==> src/rtl/sci_pkg.sv <==
// Shared definitions for the strobed input capture port.
// Assumes a 3-bit register address; codes below are the register map.
package sci_pkg;
    localparam int ADDR_W = 3;

    typedef enum logic [ADDR_W-1:0] {
        A_LIVE   = 3'd0,
        A_SNAP   = 3'd1,
        A_STATUS = 3'd2,
        A_CLEAR  = 3'd3,
        A_ENABLE = 3'd4,
        A_SOURCE = 3'd5
    } sci_addr_e;
endpackage

==> src/rtl/sci_sync.sv <==
// Two-flop synchroniser for a bus of independent asynchronous lines.
// Assumes each line is a level that is stable for several clocks;
// no cross-line coherence is promised.
module sci_sync #(
    parameter int W = 25
) (
    input  logic         clk,
    input  logic         rst_n,
    input  logic [W-1:0] d,
    output logic [W-1:0] q
);
    logic [W-1:0] meta;

    // Two stages in series, cleared by reset.
    always_ff @(posedge clk) begin
        if (!rst_n) begin
            meta <= '0;
            q    <= '0;
        end else begin
            meta <= d;
            q    <= meta;
        end
    end
endmodule

==> src/rtl/sci_capture.sv <==
// Strobe edge detector, snapshot register and sticky valid flag.
// Assumes stb and din are already synchronised. A clear in the same
// cycle as a strobe edge wins, and that strobe is dropped.
module sci_capture #(
    parameter int W = 24
) (
    input  logic         clk,
    input  logic         rst_n,
    input  logic [W-1:0] din,
    input  logic         stb,
    input  logic         clr,
    output logic [W-1:0] cap,
    output logic         flag,
    output logic         take
);
    logic stb_prev;

    // Accept a strobe rising edge only while no valid snapshot is held.
    assign take = stb & ~stb_prev & ~flag & ~clr;

    // Track the strobe level for edge detection.
    always_ff @(posedge clk) begin
        if (!rst_n) stb_prev <= 1'b0;
        else        stb_prev <= stb;
    end

    // Load the snapshot and set the flag on an accepted strobe.
    always_ff @(posedge clk) begin
        if (!rst_n) begin
            cap  <= '0;
            flag <= 1'b0;
        end else if (clr) begin
            flag <= 1'b0;
        end else if (take) begin
            cap  <= din;
            flag <= 1'b1;
        end
    end

    AST_SNAP_FROZEN: assert property (@(posedge clk) disable iff (!rst_n)
        flag && !clr |=> $stable(cap));
    AST_CLEAR_FLAG: assert property (@(posedge clk) disable iff (!rst_n)
        clr |=> !flag);
endmodule

==> src/rtl/sci_irq.sv <==
// Per-input interrupt pending bits, masking and vector selection.
// Assumes din and take come from synchronised logic. Lower index has
// higher priority. The vector adds the index to base modulo 2**VW.
module sci_irq #(
    parameter int N  = 8,
    parameter int VW = 8
) (
    input  logic          clk,
    input  logic          rst_n,
    input  logic [N-1:0]  din,
    input  logic [N-1:0]  src,
    input  logic [N-1:0]  en,
    input  logic          take,
    input  logic          clr,
    input  logic [VW-1:0] base,
    output logic          irq,
    output logic [VW-1:0] vec
);
    localparam int IDX_W = (N > 1) ? $clog2(N) : 1;

    logic [N-1:0]     din_prev;
    logic [N-1:0]     pend;
    logic [N-1:0]     set_now;
    logic [N-1:0]     active;
    logic [IDX_W-1:0] idx;

    // Remember input levels to find rising edges.
    always_ff @(posedge clk) begin
        if (!rst_n) din_prev <= '0;
        else        din_prev <= din;
    end

    // Edge-sourced inputs fire on a rise; strobe-sourced ones on a captured 1.
    assign set_now = (din & ~din_prev & ~src) | ({N{take}} & din & src);

    // Sticky pending bits, dropped only by a clear.
    always_ff @(posedge clk) begin
        if (!rst_n)   pend <= '0;
        else if (clr) pend <= '0;
        else          pend <= pend | set_now;
    end

    assign active = pend & en;
    assign irq    = |active;

    // Lowest enabled pending index wins.
    always_comb begin
        idx = '0;
        for (int i = N - 1; i >= 0; i--) begin
            if (active[i]) idx = IDX_W'(i);
        end
    end

    assign vec = irq ? (base + VW'(idx)) : '0;

    AST_PEND_STICKY: assert property (@(posedge clk) disable iff (!rst_n)
        !clr |=> ((pend & $past(pend)) == $past(pend)));
    AST_CLEAR_IRQ: assert property (@(posedge clk) disable iff (!rst_n)
        clr |=> !irq);
    AST_VEC_IN_RANGE: assert property (@(posedge clk) disable iff (!rst_n)
        irq |-> ((vec - base) < VW'(N)));
endmodule

==> src/rtl/strobe_capture_irq.sv <==
// Top level: synchronisers, snapshot unit, interrupt unit and registers.
// Assumes single-cycle write strobes and a combinational read path.
// Only the low SRC_W source-select bits are writable; the rest stay 0.
module strobe_capture_irq #(
    parameter int WIDTH = 24,
    parameter int NIRQ  = 8,
    parameter int SRC_W = 4,
    parameter int VW    = 8
) (
    input  logic                      clk,
    input  logic                      rst_n,
    input  logic [WIDTH-1:0]          pins,
    input  logic                      strobe,
    input  logic                      wr_en,
    input  logic [sci_pkg::ADDR_W-1:0] addr,
    input  logic [WIDTH-1:0]          wr_data,
    output logic [WIDTH-1:0]          rd_data,
    input  logic [VW-1:0]             vec_base,
    output logic                      irq,
    output logic [VW-1:0]             irq_vec
);
    import sci_pkg::*;

    localparam int          STAT_SRC_LSB = 4;
    localparam int          STAT_SRC_W   = 3;
    localparam logic [NIRQ-1:0] SRC_MASK = NIRQ'((1 << SRC_W) - 1);

    logic [WIDTH:0]     sync_q;
    logic [WIDTH-1:0]   live;
    logic               stb_s;
    logic [WIDTH-1:0]   snap;
    logic               flag;
    logic               take;
    logic               clr;
    logic [NIRQ-1:0]    en_q;
    logic [NIRQ-1:0]    src_q;
    logic [WIDTH-1:0]   status;

    sci_sync #(.W(WIDTH + 1)) u_sync (
        .clk   (clk),
        .rst_n (rst_n),
        .d     ({strobe, pins}),
        .q     (sync_q)
    );

    assign live  = sync_q[WIDTH-1:0];
    assign stb_s = sync_q[WIDTH];
    assign clr   = wr_en && (addr == A_CLEAR);

    sci_capture #(.W(WIDTH)) u_cap (
        .clk   (clk),
        .rst_n (rst_n),
        .din   (live),
        .stb   (stb_s),
        .clr   (clr),
        .cap   (snap),
        .flag  (flag),
        .take  (take)
    );

    sci_irq #(.N(NIRQ), .VW(VW)) u_irq (
        .clk   (clk),
        .rst_n (rst_n),
        .din   (live[NIRQ-1:0]),
        .src   (src_q),
        .en    (en_q),
        .take  (take),
        .clr   (clr),
        .base  (vec_base),
        .irq   (irq),
        .vec   (irq_vec)
    );

    // Enable and source-select registers, written by address.
    always_ff @(posedge clk) begin
        if (!rst_n) begin
            en_q  <= '0;
            src_q <= '0;
        end else if (wr_en) begin
            if (addr == A_ENABLE) en_q  <= wr_data[NIRQ-1:0];
            if (addr == A_SOURCE) src_q <= wr_data[NIRQ-1:0] & SRC_MASK;
        end
    end

    // Assemble the status word: flag at bit 0, low select bits above.
    always_comb begin
        status = '0;
        status[0] = flag;
        status[STAT_SRC_LSB +: STAT_SRC_W] = src_q[STAT_SRC_W-1:0];
    end

    // Read multiplexer.
    always_comb begin
        case (addr)
            A_LIVE:   rd_data = live;
            A_SNAP:   rd_data = snap;
            A_STATUS: rd_data = status;
            A_ENABLE: rd_data = WIDTH'(en_q);
            A_SOURCE: rd_data = WIDTH'(src_q);
            default:  rd_data = '0;
        endcase
    end

    AST_SRC_HIGH_ZERO: assert property (@(posedge clk) disable iff (!rst_n)
        (src_q & ~SRC_MASK) == '0);
    AST_WRITE_ENABLE: assert property (@(posedge clk) disable iff (!rst_n)
        wr_en && (addr == A_ENABLE) |=> (en_q == $past(wr_data[NIRQ-1:0])));
endmodule

==> config.mk <==
export PLATFORM = sky130hd
export DESIGN_NAME = strobe_capture_irq
export DESIGN_NICKNAME = d
export VERILOG_FILES = /design/src/rtl/sci_pkg.sv /design/src/rtl/sci_sync.sv /design/src/rtl/sci_capture.sv /design/src/rtl/sci_irq.sv /design/src/rtl/strobe_capture_irq.sv
export SDC_FILE = /design/constraint.sdc
export NUM_CORES = 1
export LEC_CHECK = 0
export BUFFER_PORTS_ARGS = -buffer_cell sky130_fd_sc_hd__buf_2
export CORE_AREA = 2 2 100 92
export CTS_CLUSTER_SIZE = 24
export DETAILED_ROUTE_END_ITERATION = 10
export DIE_AREA = 0 0 102 94
export PLACE_DENSITY_LB_ADDON = 0.1
export SLEW_MARGIN = 10
export SYNTH_ARGS = -nofsm -noshare
export SYNTH_HDL_FRONTEND = slang
export SYNTH_HIERARCHICAL = 1
export SYNTH_SLANG_ARGS = --single-unit
==> constraint.sdc <==
create_clock -name clk -period 4.7 [get_ports clk]
set_input_delay 0.94 -clock clk [delete_from_list [all_inputs] [get_ports clk]]
set_output_delay 0.94 -clock clk [all_outputs]
set_load 0.02 [all_outputs]
==> results of run 1 <==
cells by family (layout without fill, tap and decap cells):
group	after synthesis	after routing	share of synthesized area (%)
simple gates	204	204	25.8
flops	104	104	47.8
mux	61	61	15.1
buf+inv	30	101	4.60
compound gates	28	28	4.11
xor+xnor	6	6	1.21
fa+ha+maj	4	4	1.32
other cells	1	8	0.0861
how the worst max path moves through the flow:
stage	end	slack [ps]	depth (start not counted)
floorplan	irq_vec[4]	1590	6
global placement	rd_data[1]	1240	4
detailed placement	rd_data[1]	1220	4
CTS	irq_vec[5]	940	9
global route	irq_vec[3]	680	9
finish	irq_vec[5]	990	9
per-stage QoR:
step                      utilization [%]  hold WS, ps
after detailed placement             56.1          419
after global placement               56.1          411
after CTS                            58.1          437
after global routing                 58.1          451
after floorplan                         -          406
final                                58.1          435
placed cells by master (no fill, tap or decap), types with 2 or more instances in the layout:
| master | netlist | final |
|---|---|---|
| a21oi_1 | 9 | 9 |
| a222oi_1 | 2 | 2 |
| and2_1 | 19 | 19 |
| and2_2 | 40 | 40 |
| buf_2 | 3 | 79 |
| buf_4 | 2 | 3 |
| clkbuf_8 | 0 | 10 |
| clkinv_2 | 0 | 3 |
| conb_1 | 1 | 8 |
| dfxtp_1 | 104 | 104 |
| ha_1 | 3 | 3 |
| inv_1 | 3 | 3 |
| mux2i_1 | 58 | 58 |
| mux4_1 | 2 | 2 |
| nand2_1 | 63 | 63 |
| nand3_1 | 10 | 10 |
| nor2_1 | 39 | 39 |
| nor2b_1 | 17 | 17 |
| nor2b_4 | 2 | 2 |
| o211ai_1 | 3 | 3 |
| o21ai_0 | 8 | 8 |
| xnor2_1 | 6 | 6 |
final cells by class:
type	count	area share [%]
Tap cell	119	3.02
Multi-Input combinational cell	311	42.6
Sequential cell	104	42.2
Inverter	3	0.228
Clock inverter	5	0.634
Clock buffer	11	2.87
Timing Repair Buffer	82	8.48
routing by layer:
layer | wire length (um) | up-vias
met5 | 0 | -
met1 | 3760 | 1416
li1 | - | 1577
met3 | 325 | 6
met2 | 3830 | 52
met4 | 85 | 0
sequential cells by signal, indices dropped and copies added, names as in the netlist:
| register | flops |
|---|---|
| u_sync/q | 25 |
| u_irq/pend | 8 |
| u_cap/flag | 1 |
| en_q | 8 |
| src_q | 4 |
| u_cap/stb_prev | 1 |
| u_cap/cap | 24 |
| u_irq/din_prev | 8 |
| u_sync/meta | 25 |
worst max-delay path, delay by kind of cell, from the launching register on:
family          cells  cell delay (ps)
xor+xnor            1              140
flops               1              410
compound gates      3             1080
simple gates        3              280
fa+ha+maj           1              350
buf+inv             1              160
synth_stat cells, types with 5 or more instances:
master / n
dfxtp_1: 104
o21ai_0: 8
clkbuf_1: 10
nand3_1: 10
nor2_1: 39
mux2i_1: 58
nand2_1: 63
and2_1: 19
nor2b_1: 17
and2_2: 40
buf_6: 5
xnor2_1: 6
clkbuf_2: 5
a21oi_1: 9
report_power, final:
part | switching, mW | leakage [nW] | internal, mW | total [mW]
registers | 0.0151 | 0.851 | 0.910 | 0.926
logic | 0.0660 | 1.18 | 0.0602 | 0.126
clock network | 0.281 | 0.0895 | 0.207 | 0.488
==> reports/qor.tcl, run 1 <==
set qor(worst_hold_path.num_cells) 1
set qor(worst_ep_arrival_time_ps) 2770
set qor(clockBufferDepth) 2
set qor(final_area_um2) 4930
set qor(global_route.usage.total_pct) 18.3
set qor(dr.pass1.iters) 5
set qor(syn_to_final_growth_pct) 13.2
set qor(hold_buffers) 0
set qor(grt-busiest-layer) {met2}
set qor(critical-path-max-stage-delay_ps) 490
set qor(min_period_ps) 3710
set qor(cts_setup_buffers) 0
set qor(final_max_slew_viol_count) 0
set qor(vias_per_cell) 4.80
set qor(setup.worst_path.start_class) {register}
set qor(place_inst) 619
set qor(tns_ps) 0
set qor(clkLatencyLatePin_ps) 350
set qor(yosys_warnings) 6
set qor(yosysSeqAreaShare_pct) 47.8
set qor(grt_remaining_overflow) 0
set qor(fp.dieArea_um2) 9590
set qor(grt_first_pass_wirelength_um) 13700
set qor(synthArstFlopShare_pct) 0
set qor(finalCritPeriodShare_pct) 78.9
set qor(yosys.cell_types.count) 46
set qor(fin_skew_ps) 11.4
set qor(cts.htree.levels) 3
set qor(clk_root_buf) {clkbuf_8}
set qor(postCtsResizedCells) 0
set qor(worst_pin_slew_ps) 892
set qor(power_density_nw_per_um2) 312
set qor(timing.rr.start) {u_cap/flag}
set qor(routed_vias) 3051
set qor(floorplan.io_pins) 96
set qor(synth_area_per_cell_um2) 9.94
set qor(synth.area.top_cells) {dfxtp_1 (48%), mux2i_1 (13%), and2_2 (6.9%), nand2_1 (5.4%), nor2_1 (3.4%)}
set qor(synthDominantAreaCellType) {dfxtp_1}
set qor(setup_viol) 0
set qor(post_drt_wl_per_cell_um) 12.6
set qor(dpl.hpwl_um) 5550
set qor(n_antenna_cell) 0
set qor(timing.reg2reg.setup_slack_ps) 2850
set qor(numClockSinks) 104
set qor(report.final.hold_viol_count) 0
set qor(antenna_left) 0
set qor(status) {finished, final reports clean}
set qor(peakVddDrop_v) 0.000159
set qor(preCtsSetupSlack_ps) 1220
set qor(routabilityCongestion) 0.776
set qor(die_h_um) 94
set qor(tritoncts_buffer_count) 9
set qor(core_area_um2) 8490
set qor(crit_path_top_delay_cell) {a222oi_1}
set qor(stdcell_count) 635
set qor(r2r.worst_path.cells) 6
set qor(die-width_um) 102
set qor(design.final.nets) 578
set qor(timing.critical_path.to_type) {primary output}
set qor(first_iter_violations) 116
set qor(fin_ws_ps) 993
set qor(global_route.usage.met1_pct) 23.8
set qor(min_from) {u_sync/meta[22]}
set qor(grt.met3_usage_pct) 4.84
set qor(multi_input_area_um2) 2100
set qor(synth.top_cell.area_share_pct) 47.8
set qor(initial_core_util_pct) 51.3
set qor(io_buffers) 79
set qor(grt_setup_unrepaired) {false}
set qor(netlist_instances) 438
set qor(path_clk_slew_ps) 90
set qor(worstPathMaxFanout) 4
set qor(drive_above_1_share_pct) 28.1
set qor(min_delay_worst_endpoint) {u_sync/q[22]}
set qor(timing.hold.worst.class) {reg -> reg}
set qor(ys.flop_type) {dfxtp_1}
set qor(first_global_vias) 2962
set qor(synth.ff_latch_count) 104
set qor(initial_antenna_violation_count) 0
set qor(max-cap-violations) 0
set qor(crit_path_cell_trace) {a22o_1 > nand3_1 > a222oi_1 > ha_1 > a211oi_1 > nor3_1 > xnor2_1 > nor2_1 > buf_2}
set qor(worst_ep_required_time_ps) 3760
set qor(met2_usage_pct) 29.9
set qor(maximum_number_of_pins_on_one_net_before_global_route_repair) 64
set qor(rows) 32
set qor(remaining_drc_errors) 0
set qor(detail_route.wirelength_um) 8010
set qor(synth_enable_flop_cells) 0
set qor(max_freq_mhz) 270
set qor(crit_path_start) {en_q[7]}
set qor(cts_tree) {done}
set qor(max_slew_headroom_pct) 40.5
set qor(dpl_cell_area_um2) 4760
set qor(r2r_end) {u_irq/pend[0]}
set qor(register_area_um2) 2080
set qor(power.total_mw) 1.54
set qor(static-leakage-power_nw) 2.12
set qor(filler_cell_count) 798
set qor(synth.cell_area_um2) 4350
set qor(worst-setup-path-type) {reg -> out}
(Power assumes the default switching activity.)
==> inputs of run 2 (changes only) <==
==> constraint.sdc (replaced) <==
create_clock -name clk -period 3.9 [get_ports clk]
set_input_delay 0.78 -clock clk [delete_from_list [all_inputs] [get_ports clk]]
set_output_delay 0.78 -clock clk [all_outputs]
set_load 0.02 [all_outputs]
==> reports/qor.tcl, run 2 (same netlist as run 1, synthesis figures left out) <==
set qor(status) {finished, final reports clean}
set qor(grt_first_pass_wirelength_um) 13500
set qor(tritoncts_buffer_count) 9
set qor(drive_above_1_share_pct) 28.0
set qor(setup_viol) 0
set qor(final_max_slew_viol_count) 0
set qor(worstPathMaxFanout) 4
set qor(finalHoldWorstSlack_ps) 437
set qor(min_from) {u_sync/meta[22]}
set qor(first_iter_violations) 83
set qor(min_period_ps) 3630
set qor(first_global_vias) 2970
set qor(vias_per_cell) 4.82
set qor(grt_setup_unrepaired) {false}
set qor(peakVddDrop_v) 0.000206
set qor(leading_registers_by_flop_count) {u_sync/meta (25), u_sync/q (25), u_cap/cap (24)}
set qor(cts_tree) {done}
set qor(power.net_switching_uw) 432
set qor(static-leakage-power_nw) 2.13
set qor(maximum_number_of_pins_on_one_net_before_global_route_repair) 48
set qor(power_switching_share_pct) 21.9
set qor(die_h_um) 94
set qor(antenna_left) 0
set qor(register_area_um2) 2080
set qor(worst_ep_required_time_ps) 3120
set qor(routabilityCongestion) 0.810
set qor(timing.reg2reg.setup_slack_ps) 2030
set qor(postCtsResizedCells) 0
set qor(syn_to_final_growth_pct) 14.3
set qor(floorplan.io_pins) 96
set qor(n_antenna_cell) 0
set qor(multi_input_area_um2) 2100
set qor(fin_skew_ps) 8.97
set qor(clkLatencyLatePin_ps) 360
set qor(dpl.hpwl_um) 5600
set qor(max-cap-violations) 0
set qor(initial_core_util_pct) 51.3
set qor(layout.cells.most_common) {dfxtp_1}
set qor(routed_vias) 3053
set qor(fin_ws_ps) 268
set qor(hold_buffers) 0
set qor(power_frac_seq_pct) 56.5
set qor(die-width_um) 102
set qor(global_route.usage.total_pct) 18.2
set qor(layout.cells.most_common_list) {dfxtp_1 (104), buf_2 (79), nand2_1 (63), mux2i_1 (58), and2_2 (40)}
set qor(clkPwrFrac_pct) 35.8
set qor(post_drt_wl_per_cell_um) 12.6
set qor(power.total_mw) 1.97
set qor(worst-setup-path-type) {reg -> out}
set qor(min_delay_worst_endpoint) {u_sync/q[22]}
set qor(timing.rr.start) {u_cap/flag}
set qor(grt_remaining_overflow) 0
set qor(design.final.nets) 579
set qor(report.final.hold_viol_count) 0
set qor(p_comb_share_pct) 7.7
set qor(fp.dieArea_um2) 9590
set qor(io_buffers) 79
set qor(preCtsSetupSlack_ps) 640
set qor(cts_setup_buffers) 0
set qor(filler_cell_count) 767
set qor(power_density_nw_per_um2) 397
set qor(r2r_end) {u_cap/cap[9]}
set qor(worst_ep_arrival_time_ps) 2850
set qor(worst_pin_slew_ps) 797
set qor(path_clk_slew_ps) 90
set qor(timing.hold.worst.class) {reg -> reg}
set qor(intPower_mw) 1.54
set qor(r2r.worst_path.cells) 4
set qor(tns_ps) 0
set qor(timing.critical_path.to_type) {primary output}
set qor(initial_antenna_violation_count) 0
set qor(dr.pass1.iters) 7
set qor(finalCritPeriodShare_pct) 93.1
set qor(worst_hold_path.num_cells) 1
set qor(max_freq_mhz) 275
set qor(setup.worst_path.start_class) {register}
set qor(clk_root_buf) {clkbuf_8}
set qor(rows) 32
set qor(clockBufferDepth) 2
set qor(max_slew_headroom_pct) 46.9
set qor(remaining_drc_errors) 0
set qor(core_area_um2) 8490
set qor(numClockSinks) 104
set qor(detail_route.wirelength_um) 7990
set qor(cts.htree.levels) 3
-- run 2: cell types whose count changed in the layout (fill, tap and decap cells not counted) --
cell	before	now
clkinv_2	3	0
inv_6	1	0
buf_4	3	4
bufinv_16	0	2
-- run 2: power by group through the flow --
stage	Sequential (mW)	Clock (mW)	Combinational, mW
finish	1.11	0.707	0.153
global route	1.12	0.769	0.171
CTS	1.12	0.727	0.155
detailed placement	1.14	0	0.155
global placement	1.14	0	0.152
floorplan	1.13	0	0.115
-- run 2: worst max-delay path by stage --
stage / from / to / slack (ps) / cells after the start
floorplan: en_q[6] / irq_vec[4] / 950 / 10
global placement: addr[0] / rd_data[1] / 730 / 4
detailed placement: en_q[7] / irq_vec[5] / 640 / 9
CTS: en_q[7] / irq_vec[5] / 250 / 9
global route: en_q[7] / irq_vec[5] / 20 / 9
finish: en_q[7] / irq_vec[5] / 270 / 9
-- run 2: worst max-delay path: stages, from the launching register on --
cell and delay [ps]:
dfxtp_1 400, a22o_1 170, nand3_1 90, a222oi_1 520, ha_1 350, a211oi_1 450
nor3_1 130, xnor2_1 150, nor2_1 80, buf_2 160
-- run 2: layout make-up --
type | count | share of cell area (%)
Inverter | 3 | 0.226
Multi-Input combinational cell | 311 | 42.2
Clock buffer | 11 | 2.84
Sequential cell | 104 | 41.9
Tap cell | 119 | 2.99
Timing Repair Buffer | 83 | 8.55
Clock inverter | 3 | 1.36
-- run 2: stage by stage --
| stage | area [um^2] | std cells | utilization (%) |
|---|---|---|---|
| 6_report | 4970 | 634 | 58.6 |
| 5_1_grt | 4970 | 634 | 58.6 |
| 4_1_cts | 4970 | 634 | 58.6 |
| 3_5_place_dp | 4770 | 620 | 56.1 |
| 3_3_place_gp | 4770 | 620 | 56.1 |
| 2_1_floorplan | 4380 | 445 | - |
-- run 2: metal layers --
layer	routed length [um]	vias up	global-route usage, %
met4	117	0	5.78
met5	0	-	0
met1	3730	1406	22.3
met2	3860	52	31.0
li1	-	1583	-
met3	272	12	4.84
==> inputs of run 3 (changes only) <==
--- a/config.mk
+++ b/config.mk
@@ -6,10 +6,10 @@
 export NUM_CORES = 1
 export LEC_CHECK = 0
 export BUFFER_PORTS_ARGS = -buffer_cell sky130_fd_sc_hd__buf_2
-export CORE_AREA = 2 2 100 92
+export CORE_AREA = 2 2 113 82
 export CTS_CLUSTER_SIZE = 24
 export DETAILED_ROUTE_END_ITERATION = 10
-export DIE_AREA = 0 0 102 94
+export DIE_AREA = 0 0 115 84
 export PLACE_DENSITY_LB_ADDON = 0.1
 export SLEW_MARGIN = 10
 export SYNTH_ARGS = -nofsm -noshare
==> reports/qor.tcl, run 3 (same netlist as run 1, synthesis figures left out) <==
set qor(setup_viol) 0
set qor(tns_ps) 0
set qor(vias_per_cell) 4.95
set qor(routed_vias) 3101
set qor(design.final.nets) 580
set qor(finalCritPeriodShare_pct) 90.3
set qor(multi_input_area_um2) 2100
set qor(worst_ep_arrival_time_ps) 2740
set qor(power_density_nw_per_um2) 429
set qor(register_area_um2) 2080
set qor(worst-setup-path-type) {reg -> out}
set qor(path_clk_slew_ps) 70
set qor(crit_path_start) {en_q[6]}
set qor(grt_setup_unrepaired) {false}
set qor(remaining_drc_errors) 0
set qor(grt_remaining_overflow) 0
set qor(worst_pin_slew_ps) 844
set qor(r2r_end) {u_irq/pend[3]}
set qor(n_antenna_cell) 0
set qor(final_max_slew_viol_count) 0
set qor(dpl.hpwl_um) 5670
set qor(post_drt_wl_per_cell_um) 13.2
set qor(syn_to_final_growth_pct) 16.3
set qor(max-cap-violations) 0
set qor(first_global_vias) 2840
set qor(timing.critical_path.to_type) {primary output}
set qor(die_h_um) 84
set qor(rows) 29
set qor(clkLatencyLatePin_ps) 340
set qor(io_buffers) 79
set qor(timing.rr.start) {u_cap/flag}
set qor(floorplan.io_pins) 96
set qor(die-width_um) 115
set qor(initial_core_util_pct) 50.0
set qor(max_slew_headroom_pct) 43.7
set qor(clk_root_buf) {clkbuf_16}
set qor(tritoncts_buffer_count) 9
set qor(antenna_left) 0
set qor(static-leakage-power_nw) 2.19
set qor(global_route.usage.total_pct) 17.8
set qor(maximum_number_of_pins_on_one_net_before_global_route_repair) 58
set qor(status) {finished, final reports clean}
set qor(max_freq_mhz) 284
set qor(peakVddDrop_v) 0.000235
set qor(first_iter_violations) 157
set qor(cts_tree) {done}
set qor(cts.htree.levels) 3
set qor(finalHoldWorstSlack_ps) 430
set qor(layout.cells.most_common_list) {dfxtp_1 (104), buf_2 (79), nand2_1 (63), mux2i_1 (58), and2_2 (40)}
set qor(timing.reg2reg.setup_slack_ps) 2400
set qor(numClockSinks) 104
set qor(filler_cell_count) 778
set qor(critical_path.endpoint) {irq_vec[5]}
set qor(worst_ep_required_time_ps) 3120
set qor(min_period_ps) 3520
set qor(worstPathMaxFanout) 4
set qor(timing.hold.worst.class) {reg -> reg}
set qor(fp.dieArea_um2) 9660
set qor(leading_registers_by_flop_count) {u_sync/meta (25), u_sync/q (25), u_cap/cap (24)}
set qor(dr.pass1.iters) 4
set qor(setup.worst_path.start_class) {register}
set qor(fin_skew_ps) 3.53
set qor(drive_above_1_share_pct) 28.6
set qor(report.final.hold_viol_count) 0
set qor(routabilityCongestion) 0.798
set qor(grt_first_pass_wirelength_um) 13500
set qor(r2r.worst_path.cells) 6
set qor(detail_route.wirelength_um) 8250
set qor(clockBufferDepth) 2
set qor(postCtsResizedCells) 0
set qor(cts_setup_buffers) 0
set qor(core_area_um2) 8710
set qor(hold_buffers) 0
set qor(initial_antenna_violation_count) 0
set qor(layout.cells.most_common) {dfxtp_1}
[run 3: cell types whose count changed in the layout (fill, tap and decap cells not counted), sizes merged]
cell,previous run,this run
clkinv,0,3
inv,3,6
clkbuf,11,9
buf,83,84
bufinv,2,1
clkinvlp,1,0
[run 3: how the worst min path moves through the flow]
stage	from	endpoint	slack, ps	cells past startpoint
after floorplan	u_sync/meta[23]	u_sync/q[23]	410	1
after global placement	u_sync/meta[23]	u_sync/q[23]	410	1
after detailed placement	u_sync/meta[23]	u_sync/q[23]	420	1
after CTS	u_sync/meta[22]	u_sync/q[22]	430	1
after global routing	u_sync/meta[23]	u_sync/q[23]	450	1
final	u_sync/meta[22]	u_sync/q[22]	430	1
[run 3: cell type report]
class | instances | share of cell area (%)
clock inverter | 7 | 1.56
tap | 108 | 2.67
timing repair buffer | 84 | 8.55
multi-input combinational | 311 | 41.4
inverter | 3 | 0.222
clock buffer | 9 | 4.45
sequential | 104 | 41.1
[run 3: where the power goes]
group / switching (mW) / internal [mW]
registers: 0.0181 / 1.10
clock network: 0.398 / 0.505
logic: 0.0819 / 0.0733
total: 0.498 / 1.68
[run 3: routing by layer]
layer | global-route usage (%) | up-vias | part of all wire, %
li1 | - | 1590 | -
met5 | 0 | - | 0
met4 | 5.04 | 0 | 0.99
met2 | 26.4 | 74 | 44
met1 | 25.1 | 1430 | 50
met3 | 5.59 | 7 | 5.4
[run 3: per-stage QoR]
step | instance area [um^2] | setup WS, ps | power (mW) | utilization (%) | std cells
floorplan | 4380 | 950 | 1.25 | - | 445
global placement | 4760 | 797 | 1.29 | 54.7 | 610
detailed placement | 4760 | 713 | 1.30 | 54.7 | 610
CTS | 5060 | 316 | 2.20 | 58.1 | 626
global route | 5060 | 94.6 | 2.27 | 58.1 | 626
finish | 5060 | 378 | 2.17 | 58.1 | 626
[run 3: worst max-delay path: stages, from the launching register on]
cell and delay [ps]:
dfxtp_1 390, a22o_1 170, nand3_1 100, a222oi_1 430
ha_1 330, a211oi_1 450, nor3_1 130, xnor2_1 150
nor2_1 90, buf_2 170
